--- src/rtl/xfm_seq_pkg.sv ---
package xfm_seq_pkg;

   // State codes are fixed; the visiting order is part of the behaviour.
   typedef enum logic [3:0] {
      ST_IDLE  = 4'b0000,
      ST_INIT  = 4'b0001,
      ST_READ  = 4'b0010,
      ST_KICK  = 4'b0100,
      ST_WAIT  = 4'b0101,
      ST_WRITE = 4'b0110,
      ST_PEND  = 4'b0111,
      ST_DONE  = 4'b0011
   } seq_st_e;

   typedef enum logic {
      PASS_ROW = 1'b0,
      PASS_COL = 1'b1
   } pass_e;

endpackage

--- src/rtl/xfm_seq_cnt.sv ---
module xfm_seq_cnt #(
   parameter int W = 3
) (
   input  logic         clk,
   input  logic         rst_n,
   input  logic         load,
   input  logic [W-1:0] load_val,
   input  logic         dec,
   output logic [W-1:0] cnt,
   output logic         zero
);

   generate
      if (W < 1) begin : g_bad_w
         $error("xfm_seq_cnt: W must be at least 1");
      end
   endgenerate

   always_ff @(posedge clk or negedge rst_n) begin
      if (!rst_n)    cnt <= '0;
      else if (load) cnt <= load_val;
      else if (dec)  cnt <= cnt - W'(1);
   end

   assign zero = (cnt == '0);

endmodule

--- src/rtl/xfm_seq_lvl.sv ---
module xfm_seq_lvl #(
   parameter int LVL_W      = 3,
   parameter int IDX_W      = 2,
   parameter int MAX_LEVELS = 3,
   parameter bit CLAMP_EN   = 1'b1
) (
   input  logic [LVL_W-1:0] req,
   output logic [IDX_W-1:0] lvl_m1
);

   generate
      if (CLAMP_EN) begin : g_clamp
         always_comb begin
            if (req == '0)
               lvl_m1 = '0;
            else if (req > LVL_W'(MAX_LEVELS))
               lvl_m1 = IDX_W'(MAX_LEVELS - 1);
            else
               lvl_m1 = IDX_W'(req - LVL_W'(1));
         end
      end else begin : g_raw
         assign lvl_m1 = IDX_W'(req - LVL_W'(1));
      end
   endgenerate

endmodule

--- src/rtl/xfm_seq_fsm.sv ---
module xfm_seq_fsm
   import xfm_seq_pkg::*;
(
   input  logic    clk,
   input  logic    rst_n,
   input  logic    start,
   input  logic    ready,
   input  logic    line_zero,
   input  logic    lvl_zero,
   output seq_st_e st_q,
   output pass_e   pass_q,
   output logic    ld_lvl,
   output logic    ld_line,
   output logic    dec_line,
   output logic    dec_lvl
);

   seq_st_e st_d;
   pass_e   pass_d;

   always_comb begin
      st_d   = st_q;
      pass_d = pass_q;
      case (st_q)
         ST_IDLE:  if (start) st_d = ST_INIT;
         ST_INIT:  st_d = ST_READ;
         ST_READ:  st_d = ST_KICK;
         ST_KICK:  st_d = ST_WAIT;
         ST_WAIT:  if (ready) st_d = ST_WRITE;
         ST_WRITE: st_d = line_zero ? ST_PEND : ST_READ;
         ST_PEND: begin
            if (pass_q == PASS_ROW) begin
               pass_d = PASS_COL;
               st_d   = ST_INIT;
            end else begin
               pass_d = PASS_ROW;
               st_d   = lvl_zero ? ST_DONE : ST_INIT;
            end
         end
         ST_DONE:  st_d = ST_IDLE;
         default: begin
            st_d   = ST_IDLE;
            pass_d = PASS_ROW;
         end
      endcase
   end

   always_ff @(posedge clk or negedge rst_n) begin
      if (!rst_n) begin
         st_q   <= ST_IDLE;
         pass_q <= PASS_ROW;
      end else begin
         st_q   <= st_d;
         pass_q <= pass_d;
      end
   end

   assign ld_lvl   = (st_q == ST_IDLE) && start;
   assign ld_line  = (st_q == ST_INIT);
   assign dec_line = (st_q == ST_WRITE) && !line_zero;
   assign dec_lvl  = (st_q == ST_PEND) && (pass_q == PASS_COL) && !lvl_zero;

endmodule

--- src/rtl/xfm_seq.sv ---
module xfm_seq
   import xfm_seq_pkg::*;
#(
   parameter int LINES      = 8,
   parameter int MAX_LEVELS = 3,
   parameter bit CLAMP_EN   = 1'b1,
   localparam int LINE_W    = $clog2(LINES),
   localparam int IDX_W     = (MAX_LEVELS > 1) ? $clog2(MAX_LEVELS) : 1,
   localparam int LVL_W     = IDX_W + 1
) (
   input  logic              clk,
   input  logic              rst_n,
   input  logic              start,
   input  logic [LVL_W-1:0]  levels_req,
   input  logic              eng_ready,
   output logic              mem_rd,
   output logic              mem_wr,
   output logic              eng_start,
   output logic              pass_sel,
   output logic [IDX_W-1:0]  level_idx,
   output logic [LINE_W-1:0] cur_line,
   output logic              done,
   output logic [3:0]        seq_state
);

   localparam logic [LINE_W:0] LINES_V = (LINE_W + 1)'(LINES);
   localparam logic [LINE_W:0] ONE_V   = (LINE_W + 1)'(1);

   generate
      if (LINES < 4 || (LINES & (LINES - 1)) != 0) begin : g_bad_lines
         $error("xfm_seq: LINES must be a power of two, at least 4");
      end
      if (MAX_LEVELS < 1 || MAX_LEVELS > LINE_W) begin : g_bad_levels
         $error("xfm_seq: MAX_LEVELS must lie in 1..log2(LINES)");
      end
   endgenerate

   seq_st_e           st_q;
   pass_e             pass_q;
   logic              ld_lvl, ld_line, dec_line, dec_lvl;
   logic              line_zero, lvl_zero;
   logic [IDX_W-1:0]  lvl_m1_req, lvlm1_q, lvl_cnt;
   logic [LINE_W:0]   lines_lvl, lines_m1;
   logic [LINE_W-1:0] line_ld_val, line_cnt;

   xfm_seq_lvl #(
      .LVL_W(LVL_W), .IDX_W(IDX_W), .MAX_LEVELS(MAX_LEVELS), .CLAMP_EN(CLAMP_EN)
   ) u_lvl (
      .req    (levels_req),
      .lvl_m1 (lvl_m1_req)
   );

   xfm_seq_fsm u_fsm (
      .clk       (clk),
      .rst_n     (rst_n),
      .start     (start),
      .ready     (eng_ready),
      .line_zero (line_zero),
      .lvl_zero  (lvl_zero),
      .st_q      (st_q),
      .pass_q    (pass_q),
      .ld_lvl    (ld_lvl),
      .ld_line   (ld_line),
      .dec_line  (dec_line),
      .dec_lvl   (dec_lvl)
   );

   // Levels still to run after the current one.
   xfm_seq_cnt #(.W(IDX_W)) u_lvl_cnt (
      .clk      (clk),
      .rst_n    (rst_n),
      .load     (ld_lvl),
      .load_val (lvl_m1_req),
      .dec      (dec_lvl),
      .cnt      (lvl_cnt),
      .zero     (lvl_zero)
   );

   always_ff @(posedge clk or negedge rst_n) begin
      if (!rst_n)      lvlm1_q <= '0;
      else if (ld_lvl) lvlm1_q <= lvl_m1_req;
   end

   assign level_idx   = lvlm1_q - lvl_cnt;
   assign lines_lvl   = LINES_V >> level_idx;
   assign lines_m1    = lines_lvl - ONE_V;
   assign line_ld_val = lines_m1[LINE_W-1:0];

   // Lines still to run in the current pass after the current one.
   xfm_seq_cnt #(.W(LINE_W)) u_line_cnt (
      .clk      (clk),
      .rst_n    (rst_n),
      .load     (ld_line),
      .load_val (line_ld_val),
      .dec      (dec_line),
      .cnt      (line_cnt),
      .zero     (line_zero)
   );

   assign cur_line  = line_ld_val - line_cnt;
   assign mem_rd    = (st_q == ST_READ);
   assign eng_start = (st_q == ST_KICK);
   assign mem_wr    = (st_q == ST_WRITE);
   assign done      = (st_q == ST_DONE);
   assign pass_sel  = (pass_q == PASS_COL);
   assign seq_state = st_q;

endmodule

--- config.mk ---
export PLATFORM = sky130hd
export DESIGN_NAME = xfm_seq
export DESIGN_NICKNAME = d
export VERILOG_FILES = /design/src/rtl/xfm_seq_pkg.sv /design/src/rtl/xfm_seq_cnt.sv /design/src/rtl/xfm_seq_lvl.sv /design/src/rtl/xfm_seq_fsm.sv /design/src/rtl/xfm_seq.sv
export SDC_FILE = /design/constraint.sdc
export NUM_CORES = 1
export LEC_CHECK = 0
export ABC_AREA = 1
export BUFFER_PORTS_ARGS = -buffer_cell sky130_fd_sc_hd__buf_2
export CAP_MARGIN = 25
export CORE_ASPECT_RATIO = 0.8
export CORE_MARGIN = 8
export CORE_UTILIZATION = 51
export DETAILED_ROUTE_END_ITERATION = 16
export PLACE_DENSITY = 0.77
export SYNTH_ARGS = -nofsm -noshare
export SYNTH_HDL_FRONTEND = slang
export SYNTH_SLANG_ARGS = --single-unit
export TNS_END_PERCENT = 50
--- constraint.sdc ---
create_clock -name clk -period 2.45 [get_ports clk]
set_input_delay 0.245 -clock clk [delete_from_list [all_inputs] [get_ports clk]]
set_output_delay 0.245 -clock clk [all_outputs]
set_load 0.05 [all_outputs]
==> impl_metrics.toml <==
[run_status]
status = "finished, violations left"
violations = "negative setup slack"

[setup_path]
cp.arrival_ns = 2.26
worstPathMaxFanout = 3
end_kind = "primary output"
critPathKind = "reg2out"
reg2reg_setup_slack_ns = 1.04
cp.required_ns = 2.20
cp-start-kind = "flip-flop"

[clocking]
numCtsBuffers = 3
clk_pin_slew_worst_paths_ns = 0.07
cts.path.max_buffers = 2
cts_sinks = 11
root_buffer = "clkbuf_4"
cts_max_level = 1
clk_latency_ns = 0.27
cts_tree = "built"

[global_route]
busiest_layer = "met2"
grt-ovfl-total = 0
grt_use_total_pct = 14.9
grt_pass1_wl_mm = 3.56
met3_usage_pct = 2.45
grt_pass1_vias = 846
grt_max_degree = 12
grt_use_met2_pct = 24.4
use_met1_pct = 18.4
antenna_found_initial = 0

[synth]
yosysTopAreaCellShare_pct = 32.5
synth-edff-count = 0
synth_xor_area_share_pct = 5.17
synth_fp_nets = 138
muxShareOfSynthArea_pct = 0
synth_top_family_by_area = "simple AND/OR/NAND/NOR gates"
synth-warning-count = 0
synth_most_common_cell = "nand2_1"
yosys.area_share.simple_pct = 33.5
synth_compound_area_share_pct = 4.73
synth-seq-area-share_pct = 32.5
synth_cells = 124
synthArstFlopShare_pct = 100
ys.flop_type = "dfrtp_1"
syn_area_per_cell_sq_um = 6.83
yosys.area.top_type = "dfrtp_1"
synthTopCellsByCount = "nand2_1 (39), inv_1 (24), dfrtp_1 (11), nand3_1 (11), nor2_1 (11)"
synth-seq-cells = 11
ys_types = 20
netlist_area_sq_um = 847
synth.area.top_cells = "dfrtp_1 (32%), nand2_1 (17%), inv_1 (11%)"
synth-adder-area-share_pct = 11.2

[route]
first_iter_violations = 44
via_per_inst = 4.76
wl_per_cell_um = 11.5
ant_nets = 0
wl_mm = 2.03
vias = 843
firstDrtPassIters = 4
drc = 0

[finish]
antennaDiodeCount = 0
area_growth_pct = 41.2
drive_gt1_share_pct = 33.5
nNetsFinal = 170

[die]
fp.dieH_um = 52.5
ios = 21
num_rows = 13
die_area_sq_mm = 0.00323
fp.coreArea_sq_mm = 0.00159
start_util_pct = 53.1
die_w_um = 61.6

[timing]
max_freq_mhz = 399
setup_violations = 1
finalHoldViolations = 0
fin_crit_sh_pct = 102
rsz0062_at_grt = "true"
layout_min_cycle_time_ns = 2.51
drv_slew = 0
fin_ws_ns = -0.0560
clock_skew_ns = 0.00344
tns_ns = -0.0560

[place]
io_buffers = 19
place.gp.congestion = 0.800
dp_hpwl_mm = 1.51

[hold_path]
hold_path.class = "in2reg"

[job]
drv_cap = 0
stage by stage:
stage | cell area, sq um | setup WS (ns) | hold slack, ns | cells | util [%]
floorplan | 895 | 0.0514 | -0.0506 | 124 | -
global placement | 1020 | 0.0836 | 0.131 | 165 | 63.8
detailed placement | 1020 | -0.0321 | 0.134 | 165 | 63.8
CTS | 1130 | -0.0524 | 0.247 | 177 | 71.0
global route | 1200 | -0.151 | 0.280 | 177 | 75.0
finish | 1200 | -0.0560 | 0.252 | 177 | 75.0
area by class of cell:
cell class | count | area, sq um
clock buffers | 4 | 26.3
fillers | 139 | 398
inverters | 26 | 106
multi-input cells | 86 | 579
flip-flops and latches | 11 | 275
well taps | 22 | 27.5
repair buffers | 28 | 181
worst max-delay path, stage by stage, from the launching register on:
cell,delay [ns]
dfrtp_1,0.41
ha_4,0.19
inv_4,0.05
nand2_4,0.05
nand2_2,0.06
nand2_2,0.06
nand2_4,0.07
inv_4,0.05
nand3_4,0.06
inv_2,0.04
fa_2,0.37
xnor2_4,0.24
xor2_4,0.16
buf_6,0.17
worst paths after layout:
| path | startpoint | to | depth (start not counted) |
|---|---|---|---|
| setup / recovery | u_lvl_cnt.cnt[0] | cur_line[2] | 13 |
| hold / removal | eng_ready | u_fsm.st_q[0] | 4 |
| setup reg to reg | u_line_cnt.cnt[0] | u_line_cnt.cnt[0] | 8 |
| hold reg to reg | lvlm1_q[0] | lvlm1_q[0] | 2 |
| max in group asynchronous | rst_n | u_lvl_cnt.cnt[0] | 2 |
| min in group asynchronous | rst_n | lvlm1_q[1] | 2 |
kinds of logic (layout without fill, tap and decap cells):
family | Yosys count | after routing
and+or+nand+nor | 66 | 66
buffers and inverters | 27 | 58
DFF | 11 | 11
adders and majority gates | 7 | 7
AOI/OAI and AO/OA | 7 | 7
xor gates and xnor gates | 5 | 5
other | 1 | 1
flip-flops by register name (all words and copies together), names as in the netlist:
name / count
lvlm1_q: 2
u_fsm.pass_q: 1
u_fsm.st_q: 3
u_line_cnt.cnt: 3
u_lvl_cnt.cnt: 2
layer usage:
metal / vias up / wire length, um
li1: 435 / -
met1: 372 / 936
met2: 32 / 965
met3: 4 / 95
met4: 0 / 29
met5: - / 0
cell usage in the layout, fill, tap and decap left out, types with 3 or more instances in the layout:
cell type and instances:
nand2_1 33, inv_1 19, buf_2 17, nor2_1 11, dfrtp_1 11, nand3_1 9
buf_4 8, ha_1 5, inv_2 4, nand2_4 4, o21ai_0 4, clkbuf_4 3
timing repair:
| action | 4_1_cts | 5_1_grt |
|---|---|---|
| hold buffers | 1 | 0 |
| setup buffers | 7 | 0 |
| gates resized for setup | 10 | 17 |
| hold endpoints to repair | 11 | 0 |
| pin swaps | 7 | 5 |
| setup endpoints to repair | 1 | 3 |
Power is not shown: default switching activity piles up to over one toggle a cycle in this logic, so the estimate is an artifact.
